--- src/rtl/ecc_err_pkg.sv ---
package ecc_err_pkg;

  localparam int BUS_W = 32;

  // register offsets
  localparam logic [7:0] OFF_CTL    = 8'h00;
  localparam logic [7:0] OFF_WIDTH  = 8'h30;
  localparam logic [7:0] OFF_STAT   = 8'h38;
  localparam logic [7:0] OFF_INT    = 8'h3C;
  localparam logic [7:0] OFF_SBECNT = 8'h40;
  localparam logic [7:0] OFF_DBECNT = 8'h44;
  localparam logic [7:0] OFF_ADDR   = 8'h48;

  // control register fields
  localparam int CTL_ECC_BIT  = 10;
  localparam int CTL_CORR_BIT = 11;
  localparam int CTL_INJS_BIT = 13;
  localparam int CTL_INJD_BIT = 14;

  // status register: event kinds start at this bit
  localparam int STAT_LSB = 2;
  localparam int NUM_EVT  = 3;

  // interrupt register fields
  localparam int INT_EN_BIT   = 0;
  localparam int INT_MASK_LSB = 1;
  localparam int INT_CLR_BIT  = 4;

  typedef enum logic [2:0] {
    SEL_NONE, SEL_CTL, SEL_WIDTH, SEL_STAT,
    SEL_INT, SEL_SBECNT, SEL_DBECNT, SEL_ADDR
  } rdSel_e;

  typedef struct packed {
    logic   wrCtl;
    logic   wrInt;
    logic   clrAll;
    rdSel_e rdSel;
  } csrStb_t;

endpackage

--- src/rtl/ecc_err_ctrl.sv ---
module ecc_err_ctrl
  import ecc_err_pkg::*;
#(
  parameter int ADDR_W = 8
) (
  input  logic              busWrEn,
  input  logic [ADDR_W-1:0] busAddr,
  input  logic              clrBit,
  output csrStb_t           stb
);

  rdSel_e sel;

  always_comb begin
    if      (busAddr == ADDR_W'(OFF_CTL))    sel = SEL_CTL;
    else if (busAddr == ADDR_W'(OFF_WIDTH))  sel = SEL_WIDTH;
    else if (busAddr == ADDR_W'(OFF_STAT))   sel = SEL_STAT;
    else if (busAddr == ADDR_W'(OFF_INT))    sel = SEL_INT;
    else if (busAddr == ADDR_W'(OFF_SBECNT)) sel = SEL_SBECNT;
    else if (busAddr == ADDR_W'(OFF_DBECNT)) sel = SEL_DBECNT;
    else if (busAddr == ADDR_W'(OFF_ADDR))   sel = SEL_ADDR;
    else                                     sel = SEL_NONE;
  end

  always_comb begin
    stb.rdSel  = sel;
    stb.wrCtl  = busWrEn && (sel == SEL_CTL);
    stb.wrInt  = busWrEn && (sel == SEL_INT);
    stb.clrAll = busWrEn && (sel == SEL_INT) && clrBit;
  end

endmodule

--- src/rtl/ecc_err_dp.sv ---
module ecc_err_dp
  import ecc_err_pkg::*;
#(
  parameter int DATA_W = 32,
  parameter int CHK_W  = 8,
  parameter int CNT_W  = 4,
  parameter int EA_W   = 32
) (
  input  logic               clk,
  input  logic               rst_n,
  input  csrStb_t            stb,
  input  logic [BUS_W-1:0]   busWrData,
  input  logic               evtSbe,
  input  logic               evtDbe,
  input  logic               evtDrop,
  input  logic [EA_W-1:0]    evtAddr,
  output logic [BUS_W-1:0]   rdData,
  output logic               eccEnable,
  output logic               corrEnable,
  output logic               injSbe,
  output logic               injDbe,
  output logic               irq,
  output logic [NUM_EVT-1:0] statQ,
  output logic [CNT_W-1:0]   sbeCnt,
  output logic [CNT_W-1:0]   dbeCnt,
  output logic [EA_W-1:0]    errAddr
);

  localparam logic [BUS_W-1:0] WIDTH_VAL = BUS_W'(DATA_W + CHK_W);
  localparam int NUM_CNT = 2;

  logic                intEn;
  logic [NUM_EVT-1:0]  intMask;
  logic [NUM_EVT-1:0]  evtAcc;
  logic [CNT_W-1:0]    cntQ [NUM_CNT];

  // events only count while checking is enabled
  assign evtAcc = eccEnable ? {evtDrop, evtDbe, evtSbe} : '0;

  // control register
  always_ff @(posedge clk) begin
    if (!rst_n) begin
      eccEnable  <= 1'b0;
      corrEnable <= 1'b0;
      injSbe     <= 1'b0;
      injDbe     <= 1'b0;
    end else if (stb.wrCtl) begin
      eccEnable  <= busWrData[CTL_ECC_BIT];
      corrEnable <= busWrData[CTL_CORR_BIT];
      injSbe     <= busWrData[CTL_INJS_BIT];
      injDbe     <= busWrData[CTL_INJD_BIT];
    end
  end

  // interrupt enable and masks
  always_ff @(posedge clk) begin
    if (!rst_n) begin
      intEn   <= 1'b0;
      intMask <= '0;
    end else if (stb.wrInt) begin
      intEn   <= busWrData[INT_EN_BIT];
      intMask <= busWrData[INT_MASK_LSB +: NUM_EVT];
    end
  end

  // sticky status: clear first, then this cycle's events on top
  always_ff @(posedge clk) begin
    if (!rst_n) statQ <= '0;
    else        statQ <= (stb.clrAll ? '0 : statQ) | evtAcc;
  end

  // saturating counters, one per error kind
  for (genvar i = 0; i < NUM_CNT; i++) begin : g_cnt
    always_ff @(posedge clk) begin
      if (!rst_n)
        cntQ[i] <= '0;
      else if (stb.clrAll)
        cntQ[i] <= evtAcc[i] ? CNT_W'(1) : '0;
      else if (evtAcc[i] && (cntQ[i] != '1))
        cntQ[i] <= cntQ[i] + CNT_W'(1);
    end
  end

  assign sbeCnt = cntQ[0];
  assign dbeCnt = cntQ[1];

  // one address register for both error kinds
  always_ff @(posedge clk) begin
    if (!rst_n)                    errAddr <= '0;
    else if (evtAcc[0] || evtAcc[1]) errAddr <= evtAddr;
  end

  assign irq = intEn && |(statQ & ~intMask);

  always_comb begin
    rdData = '0;
    unique case (stb.rdSel)
      SEL_CTL: begin
        rdData[CTL_ECC_BIT]  = eccEnable;
        rdData[CTL_CORR_BIT] = corrEnable;
        rdData[CTL_INJS_BIT] = injSbe;
        rdData[CTL_INJD_BIT] = injDbe;
      end
      SEL_WIDTH:  rdData = WIDTH_VAL;
      SEL_STAT:   rdData[STAT_LSB +: NUM_EVT] = statQ;
      SEL_INT: begin
        rdData[INT_EN_BIT]              = intEn;
        rdData[INT_MASK_LSB +: NUM_EVT] = intMask;
      end
      SEL_SBECNT: rdData = BUS_W'(sbeCnt);
      SEL_DBECNT: rdData = BUS_W'(dbeCnt);
      SEL_ADDR:   rdData = BUS_W'(errAddr);
      default:    rdData = '0;
    endcase
  end

endmodule

--- src/rtl/ecc_err_csr.sv ---
module ecc_err_csr
  import ecc_err_pkg::*;
#(
  parameter int ADDR_W = 8,
  parameter int DATA_W = 32,
  parameter int CHK_W  = 8,
  parameter int CNT_W  = 4,
  parameter int EA_W   = 32
) (
  input  logic              clk,
  input  logic              rst_n,
  input  logic              busWrEn,
  input  logic [ADDR_W-1:0] busAddr,
  input  logic [31:0]       busWrData,
  output logic [31:0]       busRdData,
  input  logic              evtSbe,
  input  logic              evtDbe,
  input  logic              evtDrop,
  input  logic [EA_W-1:0]   evtAddr,
  output logic              eccEnable,
  output logic              corrEnable,
  output logic              injSbe,
  output logic              injDbe,
  output logic              irq
);

  csrStb_t            stb;
  logic [NUM_EVT-1:0] statQ;
  logic [CNT_W-1:0]   sbeCnt;
  logic [CNT_W-1:0]   dbeCnt;
  logic [EA_W-1:0]    errAddr;

  ecc_err_ctrl #(.ADDR_W(ADDR_W)) u_ctrl (
    .busWrEn (busWrEn),
    .busAddr (busAddr),
    .clrBit  (busWrData[INT_CLR_BIT]),
    .stb     (stb)
  );

  ecc_err_dp #(
    .DATA_W(DATA_W), .CHK_W(CHK_W), .CNT_W(CNT_W), .EA_W(EA_W)
  ) u_dp (
    .clk        (clk),
    .rst_n      (rst_n),
    .stb        (stb),
    .busWrData  (busWrData),
    .evtSbe     (evtSbe),
    .evtDbe     (evtDbe),
    .evtDrop    (evtDrop),
    .evtAddr    (evtAddr),
    .rdData     (busRdData),
    .eccEnable  (eccEnable),
    .corrEnable (corrEnable),
    .injSbe     (injSbe),
    .injDbe     (injDbe),
    .irq        (irq),
    .statQ      (statQ),
    .sbeCnt     (sbeCnt),
    .dbeCnt     (dbeCnt),
    .errAddr    (errAddr)
  );

endmodule

--- config.mk ---
export PLATFORM = sky130hd
export DESIGN_NAME = ecc_err_csr
export DESIGN_NICKNAME = d
export VERILOG_FILES = /design/src/rtl/ecc_err_pkg.sv /design/src/rtl/ecc_err_ctrl.sv /design/src/rtl/ecc_err_dp.sv /design/src/rtl/ecc_err_csr.sv
export SDC_FILE = /design/constraint.sdc
export NUM_CORES = 1
export LEC_CHECK = 0
export BUFFER_PORTS_ARGS = -buffer_cell sky130_fd_sc_hd__clkbuf_2
export CAP_MARGIN = 20
export CORE_MARGIN = 8
export CORE_UTILIZATION = 42
export CTS_CLUSTER_DIAMETER = 50
export DETAILED_ROUTE_END_ITERATION = 8
export PLACE_DENSITY = 0.76
export SLEW_MARGIN = 20
export SYNTH_ARGS = -nofsm -noshare
export SYNTH_HDL_FRONTEND = slang
export SYNTH_SLANG_ARGS = --single-unit
--- constraint.sdc ---
create_clock -name clk -period 1.9 [get_ports clk]
set_input_delay 0.38 -clock clk [delete_from_list [all_inputs] [get_ports clk]]
set_output_delay 0.38 -clock clk [all_outputs]
set_load 0.02 [all_outputs]
Yosys cells after proc, flatten, opt, wreduce, memory -nomap -nowiden --
Memory sizes are Yosys's and may differ from the RTL's. Cells that the tools add are included. Widths: inputs -> output; s select.
Cells by class: multiplexer cells 35, bitwise gates (word level) 7, reductions and logical operators 9, eq/ne operators 15, $add $sub $neg 2
Operators by type and width (number):
- $mux 3 | 9
- $eq 8x6->1 const B | 3
- $eq 8x7->1 const B | 3
- $mux 17 | 1
- $mux 4 | 4
- $mux 1 | 15
- $eq 3x3->1 const B | 4
- $pmux 2 s6 | 1
- $pmux 5 s2 | 1
- $add 4x1->4 const B | 2
- $logic_not 8->1 | 1
- $ne 4x4->1 const B | 2
- $pmux 2 s2 | 2
- $pmux 2 s4 | 1
- $eq 3x2->1 const B | 2
- $logic_and 1x1->1 | 6
- $or 1x1->1 | 4
- $and 3x3->3 | 1
- $eq 3x1->1 const B | 1
- $not 3->3 | 1
- $or 3x3->3 | 1
- $reduce_or 3->1 | 1
- $pmux 1 s2 | 1
- $logic_or 1x1->1 | 1
Word-level totals: register bits 43, memories kept 1, RAM bits 8, output and inout port bits 37
Memories:
- u_dp.cntQ | words 2, width 4, rd ports 2, clocked after memory_dff 0, write ports 2, line ecc_err_dp.sv:35 | logic [CNT_W-1:0] cntQ [NUM_CNT];

Depth between registers and ports, before layout --
Gate-level depths: netlist of the first run.
word-level depth 16, mapped depth 6

By module --
A second synthesis of the first run with hierarchy kept.
Unflattened totals: cell total of the unflattened synthesis 307, area total of the unflattened synthesis 2643.8 um2
By module, submodules not included:
- ecc_err_dp | times used 1, seq. area each 1101.1 um2, area an instance 2501.1 um2, cells an instance 286
- ecc_err_ctrl | times used 1, seq. area each 0.0 um2, area an instance 142.6 um2, cells an instance 21

Worst setup path after synthesis of the first run --
Ideal clock, no wire load.
kind input -> output, start point input port busAddr[5], end point output port busRdData[12], cell stages on the path 5, arrival 1.748 ns, setup slack -0.228 ns, cell sequence or4b_1 -> buf_2 -> nor3_4 -> buf_6 -> and2_1
On the way: word-level cells in the longest chain between the ends 10, elaborated cells between the ends (all ways) 16, classes of those cells 7 x eq/ne; 8 x mux; 1 x reduce/logical
RTL lines:
- start: declaration | line ecc_err_csr.sv:13 | input logic [ADDR_W-1:0] busAddr,
- $eq 8x7->1 | line ecc_err_ctrl.sv:21 | else if (busAddr == ADDR_W'(OFF_ADDR)) sel = SEL_ADDR;
- $mux 3 | line ecc_err_ctrl.sv:21
- $mux 3 | line ecc_err_ctrl.sv:20 | else if (busAddr == ADDR_W'(OFF_DBECNT)) sel = SEL_DBECNT;
- $mux 3 | line ecc_err_ctrl.sv:19 | else if (busAddr == ADDR_W'(OFF_SBECNT)) sel = SEL_SBECNT;
- $mux 3 | line ecc_err_ctrl.sv:18 | else if (busAddr == ADDR_W'(OFF_INT)) sel = SEL_INT;
- $mux 3 | line ecc_err_ctrl.sv:17 | else if (busAddr == ADDR_W'(OFF_STAT)) sel = SEL_STAT;
- $mux 3 | line ecc_err_ctrl.sv:16 | else if (busAddr == ADDR_W'(OFF_WIDTH)) sel = SEL_WIDTH;
- $mux 3 * | line ecc_err_ctrl.sv:15 | if (busAddr == ADDR_W'(OFF_CTL)) sel = SEL_CTL;
- $eq 3x3->1 * | line ecc_err_dp.sv:97 | unique case (stb.rdSel)
- $mux 1 * | line ecc_err_dp.sv:97
- end: declaration | line ecc_err_csr.sv:15 | output logic [31:0] busRdData,
Mark *: on every way between the ends. The rest lies on a longest branch, timed or not.

Final worst setup path of the first run --
start point input port busAddr[7], end point output port busRdData[14]
On the way: word-level cells in the longest chain between the ends 10, elaborated cells between the ends (all ways) 17, classes of those cells 8 x eq/ne; 8 x mux; 1 x reduce/logical
RTL lines (line):
- $eq 8x7->1 | ecc_err_ctrl.sv:21
- $mux 3 | ecc_err_ctrl.sv:21
- $mux 3 | ecc_err_ctrl.sv:20
- $mux 3 | ecc_err_ctrl.sv:19
- $mux 3 | ecc_err_ctrl.sv:18
- $mux 3 | ecc_err_ctrl.sv:17
- $mux 3 | ecc_err_ctrl.sv:16
- $mux 3 * | ecc_err_ctrl.sv:15
- $eq 3x3->1 or $eq 3x1->1 (tied branches) | ecc_err_dp.sv:97
- $pmux 2 s2 * | ecc_err_dp.sv:97
Marked as above.

==> results.toml, run 1 <==
[clock_network]
ctsHoldBuffers = 0
cts_tree = "done"
cts_max_path_buffers = 2
clock_latency_ns = 0.30
clk_pin_slew_worst_paths_ns = 0.10
htree_levels = 2
clock_sinks = 51
numCtsBuffers = 5
cts.root.buffer_cell = "clkbuf_8"

[power]
vdd_drop_max_v = 0.000496
p_comb_frac = 0.096
clkPwrFrac = 0.322
power_switching_mw = 0.449
sw_frac_of_total = 0.236
leakage_nw = 1.52
power_frac_seq = 0.582
intPower_mw = 1.45
powerDensity_nw_per_um2 = 509

[synthesis]
yosysTopAreaCell = "dfxtp_1"
ys_types = 43
synth.most_common_cell = "nand2_1"
synth_xor_area_frac = 0.0142
syn_area_um2 = 2470
synth.mux.area_fraction = 0.0162
synth_ff_type = "dfxtp_1"
yosys.area_share.adder = 0.0101
synth-edff-count = 8
synth-async-reset-ratio = 0
synth-compound-area-share = 0.166
yosys_warnings = 0
yosysSeqAreaShare = 0.445
synth-simple-area-share = 0.304
synth_fp_nets = 383
synth_top_family_by_area = "simple AND/OR/NAND/NOR gates"
synthCells = 303
synth_area_leaders = "dfxtp_1, nand2_1, edfxtp_1"
synth_commonest_cells = "nand2_1, dfxtp_1, a21oi_1, and2_1, nand3_1"
synth-seq-cells = 51
yosysTopAreaCellShare = 0.348
synth.avg_cell_area_um2 = 8.16

[min_path]
hp-start = "evtAddr[23]"
holdPathEnd = "u_dp.errAddr[23]"
min_path_cells = 3
min_path_type = "in2reg"

[finish]
nets = 496
n_antenna_cell = 0
drive_gt1_frac = 0.403
layout.cells.non_filler = 492
areaGrowthSynthToFinish_pct = 51.3
post-route-util = 0.643

[timing]
fin_crit_sh = 1.15
drv_slew = 0
clock.fmax_mhz = 458
finClkSkew_ns = 0.00912
setup_ws_ns = -0.283
slew_headroom = 0.683
finalHoldViolations = 0
setup_viol = 32
tightest_slew_ns = 0.475
whs_ns = 0.283
rsz0062_at_grt = "yes"
finalCriticalPeriod_ns = 2.18

[place]
port_buffers = 91
placed_cells = 480
pre_cts_ws_ns = -0.363
dp.final_hpwl_mm = 5.51
place_congestion = 0.840

[worst_setup_path]
path_class = "in2out"
r2r-start = "u_dp.eccEnable"
cp-end-kind = "primary output"
r2r_end = "u_dp.errAddr[30]"
crit_path_max_fanout = 7
worstSetupStartpointType = "input pin"
r2r_cells = 4
crit_required_ns = 1.52
arrival_ns = 1.80
reg2reg_slack_ns = 0.44

[detailed_routing]
vias_per_cell = 5.26
drtIter0Drc = 180
first_pass_iters = 4
met2_length_mm = 4.08
vias = 2588
wl_met3_um = 406
wirelength_mm = 7.93
route.detailed.drc = 0
antenna_left = 0
top_layer_used = "met4"
wl_per_cell_um = 16.1
wl_met1_mm = 3.28

[global_routing]
grt_pass1_vias = 2683
grt_pass1_wl_mm = 12.6
overflow = 0
grt_start_max_net_pins = 41
grt_use_total = 0.180
antenna_found_initial = 0

[floorplanning]
start_util = 0.425
coreArea_um2 = 5820
top_level_ports = 115
die_h_um = 92.7
dieArea_um2 = 8600
die_width_um = 92.7
num_rows = 28

[run_status]
violations = "negative setup slack"
status = "finished with violations"

[job]
cap_violations = 0
## cells by family after synthesis
kind of cell | count (synthesis)
AO/OA/AOI/OAI | 66
multiplexers | 4
adder cells (fa/ha/maj) | 2
buffers and inverters | 24
flip-flops | 51
XOR/XNOR | 4
AND/OR/NAND/NOR | 152
## power by group through the flow
stage / registers (mW) / logic [mW] / clock network [mW]
floorplan: 1.13 / 0.0605 / 0
CTS: 1.11 / 0.179 / 0.626
detailed placement: 1.13 / 0.169 / 0
global placement: 1.13 / 0.167 / 0
global route: 1.11 / 0.197 / 0.670
finish: 1.11 / 0.183 / 0.612
## stage by stage
stage / cell area, um^2 / TNS (ns) / power (mW)
after floorplan: 2550 / -3.72 / 1.19
after global placement: 3250 / -9.03 / 1.30
after detailed placement: 3250 / -10.09 / 1.30
after CTS: 3700 / -7.33 / 1.91
after global routing: 3740 / -8.28 / 1.98
final: 3740 / -6.93 / 1.90
## sequential cells by signal (all words and copies together), names as in the netlist
signal and cells:
u_dp.intMask 3, u_dp.injSbe 1, u_dp.statQ 3, u_dp.errAddr 32, u_dp.cntQ 8, u_dp.injDbe 1, u_dp.intEn 1, u_dp.eccEnable 1
u_dp.corrEnable 1
## placed cells by master (no fill, tap or decap), types with 2 or more instances in the layout
cell,n
mux2i_1,4
nor3_1,2
nor3_2,2
clkbuf_8,23
o21ai_2,2
and2_2,3
edfxtp_1,8
a32o_1,2
inv_1,6
clkbuf_2,57
and2_4,20
a221o_1,3
ha_1,2
nand2b_1,3
a22o_1,7
o21ai_0,2
nand3_1,18
nand4_1,2
a21oi_1,41
nor2_1,5
buf_4,28
buf_6,6
nor3_4,2
buf_8,13
a22oi_1,3
nor2b_1,3
xor2_1,3
nand2_1,79
dfxtp_1,43
## metal layers
metal	track usage	up-vias
met3	0.0348	12
met1	0.214	1218
met4	0.0671	0
li1	-	1274
met2	0.313	84
met5	0	-
## critical path, cell delays in order
cell      delay (ns)
buf_6           0.09
or4b_4          0.55
nor3_4          0.20
buf_6           0.17
buf_12          0.12
a22o_1          0.14
clkbuf_8        0.14
## worst max-delay path by stage
stage / end / start / cells past startpoint / slack [ns]
2_1_floorplan: busRdData[12] / busAddr[5] / 5 / -0.15
3_3_place_gp: busRdData[1] / busAddr[5] / 7 / -0.33
3_5_place_dp: busRdData[1] / busAddr[5] / 7 / -0.36
4_1_cts: busRdData[13] / busAddr[7] / 7 / -0.27
5_1_grt: busRdData[10] / busAddr[7] / 7 / -0.32
6_report: busRdData[14] / busAddr[7] / 7 / -0.28
## area by class of cell
class                   count  area [um^2]
flip-flops and latches     51         1100
multi-input cells         228         1390
clock buffers               6         72.6
inverters                   6         22.5
well taps                  75         93.8
repair buffers            124         1050
fillers                   502         2080
clock inverters             2         13.8
## repair_timing
item,CTS,global route
pin swaps,9,2
endpoints found under the setup margin,32,32
setup buffers,2,1
gates resized for setup,76,19
endpoints found under the hold margin,0,0
cloned,1,1
Note: power is estimated with default switching activity, not from simulation.
==> run 2: changes to the inputs <==
Settings changed: PLACE_DENSITY 0.76 to 0.73.
==> run 2 against run 1 <==
  * Design area is 1.8% lower
  * Via count is 0.50% lower
  * Combinational power is 4% lower
  * Sequential share of layout area is 0.55 points higher
  * The flow still finishes with violations (negative setup slack)
  * Total power is 2.9% higher
  * Global-route usage is 1.5 points lower
  * Register-to-register slack worse by 0.05 ns
  * Flip-flop and latch count stayed put
  * Critical path depth stayed put
  * Setup slack better by 0.0033 ns
  * Highest routed layer unchanged
  * Wire length is 2.5% lower
  * Utilization is 1.2 points lower
==> results.toml, run 2 (synthesis gave the netlist of run 1 again) <==
[run_status]
status = "finished with violations"
violations = "negative setup slack"

[clock_network]
clock_latency_ns = 0.31
clock_sinks = 51
cts_tree = "done"
htree_levels = 2
clk_pin_slew_worst_paths_ns = 0.10
numCtsBuffers = 5
cts_max_path_buffers = 2
ctsHoldBuffers = 0
cts.root.buffer_cell = "clkbuf_8"

[floorplanning]
coreArea_um2 = 5820
top_level_ports = 115
start_util = 0.425
dieArea_um2 = 8600
num_rows = 28
die_h_um = 92.7
die_width_um = 92.7

[finish]
layout_common_cells = "nand2_1, clkbuf_2, dfxtp_1, a21oi_1, buf_6"
layout_commonest_cell = "nand2_1"
nets = 492
reg.largest.list = "u_dp.errAddr (32), u_dp.cntQ (8)"
n_fill_cell = 525
seqCellArea_um2 = 1100
areaGrowthSynthToFinish_pct = 48.5
drive_gt1_frac = 0.397
top_register = "u_dp.errAddr"
multiInputGateArea_um2 = 1380
largest_register_ff_count = 32
n_antenna_cell = 0
post-route-util = 0.631

[timing]
finalHoldViolations = 0
finalCriticalPeriod_ns = 2.18
slew_headroom = 0.680
finClkSkew_ns = 0.0126
clock.fmax_mhz = 459
tightest_slew_ns = 0.473
drv_slew = 0
fin_crit_sh = 1.15
setup_ws_ns = -0.280
setup_viol = 32
rsz0062_at_grt = "yes"

[worst_setup_path]
arrival_ns = 1.80
crit_path_max_fanout = 7
path_class = "in2out"
r2r-start = "u_dp.cntQ[0][0]"
worstSetupStartpointType = "input pin"
cp-end-kind = "primary output"
crit_start = "busAddr[7]"
reg2reg_slack_ns = 0.39
crit_required_ns = 1.52

[detailed_routing]
vias_per_cell = 5.28
route.detailed.drc = 0
antenna_left = 0
top_layer_used = "met4"
first_pass_iters = 4
wl_per_cell_um = 15.8
drtIter0Drc = 172
wl_met1_mm = 3.24
wirelength_mm = 7.73
wl_met3_um = 654
vias = 2575
met2_length_mm = 3.74

[power]
leakage_nw = 1.48
p_comb_frac = 0.089
power.total_mw = 1.96
power_switching_mw = 0.472
intPower_mw = 1.49
powerDensity_nw_per_um2 = 533
power_frac_seq = 0.566
sw_frac_of_total = 0.241
clkPwrFrac = 0.345
vdd_drop_max_v = 0.000407

[min_path]
min_path_type = "in2reg"
hp-start = "evtAddr[28]"

[global_routing]
grt_pass1_vias = 2539
overflow = 0
grt_pass1_wl_mm = 11.8
grt_start_max_net_pins = 41
grt_use_total = 0.165
antenna_found_initial = 0

[place]
place_congestion = 0.825
port_buffers = 91
dp.final_hpwl_mm = 5.31

[job]
cap_violations = 0
[run 2: changes by cell type in the layout (fill, tap and decap cells not counted), moves of 2 or more]
cell      before  now
and2_2         3    0
clkbuf_8      23   12
buf_6          6   31
buf_8         13    0
buf_4         28   21
and2_4        20   22
[run 2: layout make-up]
class                           count  area share
Clock buffer                        6      0.0225
Clock inverter                      2     0.00409
Inverter                            6     0.00613
Multi-Input combinational cell    228       0.376
Sequential cell                    51       0.300
Tap cell                           75      0.0256
Timing Repair Buffer              120       0.266
[run 2: power groups by stage]
| stage | clock network [mW] | registers (mW) | logic (mW) |
|---|---|---|---|
| final | 0.675 | 1.11 | 0.175 |
| after global routing | 0.731 | 1.11 | 0.189 |
| after CTS | 0.691 | 1.11 | 0.170 |
| after detailed placement | 0 | 1.13 | 0.162 |
| after global placement | 0 | 1.13 | 0.159 |
| after floorplan | 0 | 1.13 | 0.0605 |
[run 2: path summary, 6_finish.rpt]
| check | end | cells past startpoint |
|---|---|---|
| max reg2reg | u_dp.cntQ[0][0] | 4 |
| min reg2reg | u_dp.errAddr[9] | 2 |
| min | u_dp.errAddr[28] | 3 |
| max | busRdData[5] | 7 |
[run 2: worst max-delay path, cell delays in order]
cell and delay, ns:
buf_6 0.09, or4b_4 0.58, nor3_4 0.18, buf_6 0.15, buf_12 0.12, a22o_1 0.15
clkbuf_8 0.15
[run 2: routing by layer]
metal,global-route usage,up-vias
met4,0.0282,0
met3,0.0583,11
met2,0.284,85
li1,-,1268
met5,0,-
met1,0.195,1211
[run 2: through the flow]
step / TNS (ns) / hold WS (ns) / area, um^2 / worst slack [ns] / instances
3_3_place_gp: -8.34 / 0.438 / 3200 / -0.284 / 474
6_report: -7.64 / 0.282 / 3670 / -0.280 / 488
2_1_floorplan: -3.72 / 0.432 / 2550 / -0.147 / 303
3_5_place_dp: -9.34 / 0.445 / 3200 / -0.317 / 474
5_1_grt: -9.03 / 0.265 / 3670 / -0.329 / 488
4_1_cts: -7.93 / 0.273 / 3500 / -0.264 / 486
[run 2: what timing repair did]
item / 4_1_cts / 5_1_grt
setup buffers: 3 / 0
pin swaps: 3 / 2
setup endpoints to repair: 32 / 32
gates resized for setup: 45 / 60
cloned: 1 / 2
